**src/rtl/cfg_readback_ser.sv**
```systemverilog
module cfg_readback_ser #(
  parameter int FRAME_BITS = 8,
  parameter int FRAMES     = 4,
  parameter int LATENCY    = 4,
  localparam int AW = (FRAMES * FRAME_BITS > 1) ? $clog2(FRAMES * FRAME_BITS) : 1
) (
  input  logic          clk,
  input  logic          rst_n,
  input  logic          cfg_done,
  input  logic          req_n,
  input  logic [1:0]    perm,
  input  logic [1:0]    cap_mode,
  input  logic          cap_ctl_n,
  input  logic          rd_bit,
  output logic [AW-1:0] rd_addr,
  output logic          sdo,
  output logic          cap_we,
  output logic          gts
);

  localparam int BW = (FRAME_BITS > 1) ? $clog2(FRAME_BITS) : 1;
  localparam int FW = (FRAMES > 1) ? $clog2(FRAMES) : 1;
  localparam int LW = (LATENCY > 1) ? $clog2(LATENCY) : 1;

  typedef enum logic [2:0] {S_IDLE, S_WAIT, S_START, S_DATA, S_STOP, S_DONE} st_t;

  st_t           state;
  logic [1:0]    hi;
  logic          used;
  logic [LW-1:0] wcnt;
  logic [BW-1:0] bcnt;
  logic [FW-1:0] fcnt;
  logic          allow, start_ok;

  assign allow    = perm[1] | (perm == 2'b01 && !used);
  assign start_ok = cfg_done & ~req_n & (hi == 2'd2) & allow;

  always_ff @(posedge clk or negedge rst_n) begin
    if (!rst_n) begin
      state <= S_IDLE;
      hi    <= 2'd0;
      used  <= 1'b0;
      wcnt  <= '0;
      bcnt  <= '0;
      fcnt  <= '0;
    end else begin
      hi <= req_n ? ((hi == 2'd2) ? 2'd2 : hi + 2'd1) : 2'd0;
      if (!cfg_done || (state != S_IDLE && req_n)) begin
        state <= S_IDLE;
      end else begin
        case (state)
          S_IDLE: if (start_ok) begin
            state <= S_WAIT;
            wcnt  <= '0;
            fcnt  <= '0;
            used  <= 1'b1;
          end
          S_WAIT: if (wcnt == LW'(LATENCY - 1)) state <= S_START;
                  else wcnt <= wcnt + 1'b1;
          S_START: begin
            state <= S_DATA;
            bcnt  <= '0;
          end
          S_DATA: if (bcnt == BW'(FRAME_BITS - 1)) state <= S_STOP;
                  else bcnt <= bcnt + 1'b1;
          S_STOP: if (fcnt == FW'(FRAMES - 1)) state <= S_DONE;
                  else begin
                    fcnt  <= fcnt + 1'b1;
                    state <= S_START;
                  end
          default: state <= state;
        endcase
      end
    end
  end

  assign rd_addr = AW'(fcnt) * AW'(FRAME_BITS) + AW'(bcnt);
  assign sdo     = (state == S_START) ? 1'b0 : (state == S_DATA) ? rd_bit : 1'b1;
  assign cap_we  = (cap_mode[0] & (state == S_WAIT) & (wcnt == '0))
                 | (cap_mode[1] & ~cap_ctl_n & cfg_done);
  assign gts     = ~cfg_done & ~req_n;

  p_latency_end_r2: assert property (@(posedge clk) disable iff (!rst_n)
    (state == S_WAIT && wcnt == LW'(LATENCY - 1) && !req_n && cfg_done) |=> !sdo);

  p_stop_bit_r3: assert property (@(posedge clk) disable iff (!rst_n)
    (state == S_DATA && bcnt == BW'(FRAME_BITS - 1) && !req_n && cfg_done)
      |=> (state == S_STOP && sdo));

  p_abort_r4: assert property (@(posedge clk) disable iff (!rst_n)
    (state != S_IDLE && req_n) |=> (state == S_IDLE && sdo));

  p_prohibit_r5: assert property (@(posedge clk) disable iff (!rst_n)
    (perm == 2'b00 && state == S_IDLE) |=> state == S_IDLE);

  p_once_r6: assert property (@(posedge clk) disable iff (!rst_n)
    (perm == 2'b01 && used && state == S_IDLE) |=> state == S_IDLE);

  p_used_sticky_r6: assert property (@(posedge clk) disable iff (!rst_n)
    used |=> used);

  p_entry_capture_r7: assert property (@(posedge clk) disable iff (!rst_n)
    (state == S_IDLE && start_ok && cap_mode[0]) |=> (cap_we || !cap_mode[0]));

  p_cfg_gate_r8: assert property (@(posedge clk) disable iff (!rst_n)
    !cfg_done |=> state == S_IDLE);

endmodule

```
**config.mk**
```make
export PLATFORM = sky130hd
export DESIGN_NAME = cfg_readback_ser
export DESIGN_NICKNAME = d
export VERILOG_FILES = /design/src/rtl/cfg_readback_ser.sv
export SDC_FILE = /design/constraint.sdc
export NUM_CORES = 1
export LEC_CHECK = 0
export BUFFER_PORTS_ARGS = -buffer_cell sky130_fd_sc_hd__buf_2
export CAP_MARGIN = 0
export CORE_ASPECT_RATIO = 0.5
export CORE_UTILIZATION = 32
export CTS_CLUSTER_DIAMETER = 150
export DETAILED_ROUTE_END_ITERATION = 7
export GPL_TIMING_DRIVEN = 0
export HOLD_SLACK_MARGIN = 0.03
export SLEW_MARGIN = 20
export SYNTH_ARGS = -nofsm -noshare
export SYNTH_HDL_FRONTEND = slang
export SYNTH_SLANG_ARGS = --single-unit
export TNS_END_PERCENT = 50
```
**constraint.sdc**
```tcl
create_clock -name clk -period 1.6 [get_ports clk]
set_input_delay 0.32 -clock clk [delete_from_list [all_inputs] [get_ports clk]]
set_output_delay 0.32 -clock clk [all_outputs]
set_load 0.02 [all_outputs]
```
==> results.yml <==
worst_setup_path:
  cp.arrival_ns: 1.21
  crit_family: "buffers and inverters"
  max_stage_delay_ns: 0.39
  r2r_end: "fcnt[0]"
  cp_common_cell: "buf_4"
  rr_worst_depth: 4
  critical_path.slowest_cell: "dfrtp_1"
  required_ns: 1.28
  reg2reg_setup_slack_ns: 0.15
  crit-reg2reg-launch: "state[0]"
  crit_chain: "buf_4 -> buf_4 -> nor2b_4 -> nand2_1 -> buf_2"
  crit_buf_inv: 3
  critPathKind: "reg2out"
  worstPathMaxFanout: 2
  end_kind: "output port"
  start_kind: "flip-flop"
clock_tree:
  clock_path_buffers: 2
  cts_tree: "built"
  numCtsBuffers: 3
  htreeDepth: 1
  cts_root_buf: "clkbuf_8"
  clock-sinks: 13
  insertion_delay_ns: 0.25
  clkTransAtPathRegs_ns: 0.06
timing:
  rsz0062_at_grt: "no"
  tightest_slew_ns: 0.4399
  fin_worst_skew_ns: 0.0004536
  max_slew_margin_pct: 70.37
  hold_slack_ns: 0.3977
  finalCriticalPeriod_ns: 1.530
  fin_crit_sh_pct: 95.63
  fmax_mhz: 653.6
  slew_violations: 0
  setup_slack_ns: 0.06997
  finalHoldViolations: 0
  finalSetupViolCount: 0
routing:
  drt_iter0_drc: 23
  wl_per_cell_um: 12.11
  firstDrtPassIters: 3
  wl_mm: 1.804
  drc: 0
  ant_nets: 0
  num_vias: 703
  vias_per_cell: 4.718
power:
  p_total_uw: 865.6
  peakVddDrop_mv: 0.2793
  p_leak_uw: 0.0005215
  power_density_mw_per_mm2: 790.7
global_route:
  grt_pass1_wl_mm: 2.946
  grt_pass1_vias: 652
  grt.overflow.total: 0
  grt_start_max_net_pins: 18
  grt_usage_pct: 14.77
  antenna_found_initial: 0
place:
  dp_hpwl_mm: 1.293
  port_buffers: 17
  dp_slack_ns: -0.008538
  gp_congestion: 0.7161
  place_area_mm2: 0.001001
synth:
  synth_edf_count: 0
  yosysWarnings: 0
  synth_xor_area_share_pct: 0
  synthDistinctLibCells: 32
  synth_async_sr_flop_share_pct: 100.0
  synthAdderAreaFrac_pct: 10.04
  synth_compound_area_share_pct: 18.79
  netlist_instances: 90
  synth-simple-area-share_pct: 26.11
  postSynthAreaPerCell_um2: 9.690
  syn-num-nets: 107
  ys_seq_area_share_pct: 37.30
  synth_seq_cells: 13
  synth_top_family_by_area: "simple AND/OR/NAND/NOR gates"
  syn_area_um2: 872.1
  ys_dominant_reg_cell: "dfrtp_1"
  synth_mux_area_share_pct: 1.148
final_layout:
  final_area_mm2: 0.001095
  diodes: 0
  drive_gt1_share_pct: 29.82
  area_growth_pct: 25.54
  nets: 132
run_status:
  outcome: "finished, final reports clean"
floorplanning:
  start_util_pct: 36.53
  die_w_um: 75.83
  die_y_um: 38.92
  rows: 12
  die_area_mm2: 0.002951
  core_area_mm2: 0.002387
  ios: 18
worst_hold_path:
  whs_path_depth: 2
  hold-path-endpoint: "hi[1]"
  worstHoldStart: "req_n"
  worst_hold_path_type: "in2reg"
flow_run:
  maxCapViolations: 0
[synth_stat cells, types with 2 or more instances]
master    instances  area, µm²
a21boi_0          2      15.01
a21oi_1           2      10.01
a22o_1            4      35.03
a31o_1            3      26.28
and2_1            2      12.51
dfrtp_1          13      325.3
ha_1              7      87.58
inv_1             8      30.03
nand2_1          11      41.29
nor2_1            4      15.01
nor2b_1           3      18.77
nor2b_4           2      27.53
nor3b_1           2      15.01
o21ai_0           5      25.02
o21ai_1           5      25.02
[layout by cell type (no fill, tap or decap), types with 2 or more instances in the layout]
cell / count
o21ai_0: 5
nor2b_1: 3
inv_1: 8
clkbuf_8: 3
nor3b_1: 2
dfrtp_1: 13
a22o_1: 4
buf_6: 3
a21boi_0: 2
nor2b_4: 2
a21oi_1: 2
buf_4: 3
ha_1: 7
nand2_1: 11
a31o_1: 3
o21ai_1: 5
buf_2: 16
nor2_1: 3
and2_1: 2
[through the flow]
| stage | setup TNS [ns] | instances | utilization, % |
|---|---|---|---|
| finish | 0 | 149 | 45.86 |
| global route | 0 | 149 | 45.86 |
| CTS | 0 | 147 | 44.71 |
| detailed placement | -0.008538 | 142 | 41.93 |
| global placement | 0 | 142 | 41.93 |
| floorplan | 0 | 90 | - |
[area by class of cell]
type                    instances  area [µm²]
well taps                      35       43.79
clock buffers                   4       45.04
inverters                       8       30.03
multi-input cells              65       496.7
fillers                       231        1292
flip-flops and latches         13       325.3
plain buffers                   3       30.03
repair buffers                 21       123.9
[state kept, by name, summed over array words and instances, names as in the netlist]
name and count:
bcnt 3, fcnt 2, hi 2, state 3
used 1, wcnt 2
[cell families (layout without fill, tap and decap cells)]
kind of cell	count (synthesis)	in the layout
simple gates	33	33
compound gates	24	24
mux	1	1
buf+inv	12	36
fa+ha+maj	7	7
flops	13	13
[report_power, final]
part / switching [µW] / internal (µW) / leakage [µW]
Sequential: 31.8 / 371 / 0.000171
Combinational: 81.3 / 78.9 / 0.000328
Clock: 126 / 176 / 0.0000228
[metal layers]
layer / wire length (µm) / share of wire, % / global-route usage [%]
met5: 0 / 0 / 0
met4: 38 / 2.1 / 8.333
met3: 92 / 5.1 / 5.469
met2: 698 / 39 / 22.57
met1: 975 / 54 / 18.08
[worst max-delay path by stage]
| stage | from | end | slack, ns | depth (start not counted) |
|---|---|---|---|---|
| floorplan | bcnt[0] | state[0] | 0.17 | 5 |
| CTS | state[2] | cap_we | 0.02 | 5 |
| global route | state[1] | cap_we | 0.009 | 5 |
| global placement | state[0] | cap_we | 0.008 | 5 |
| detailed placement | state[0] | cap_we | -0.009 | 5 |
| finish | state[2] | sdo | 0.07 | 5 |
[timing repair]
action,4_1_cts,5_1_grt
endpoints found under the setup margin,2,1
hold buffers,1,0
setup buffers,1,2
endpoints found under the hold margin,13,0
resized for setup,2,4
pin swaps,0,2
Note: power is estimated with default switching activity, not from simulation.
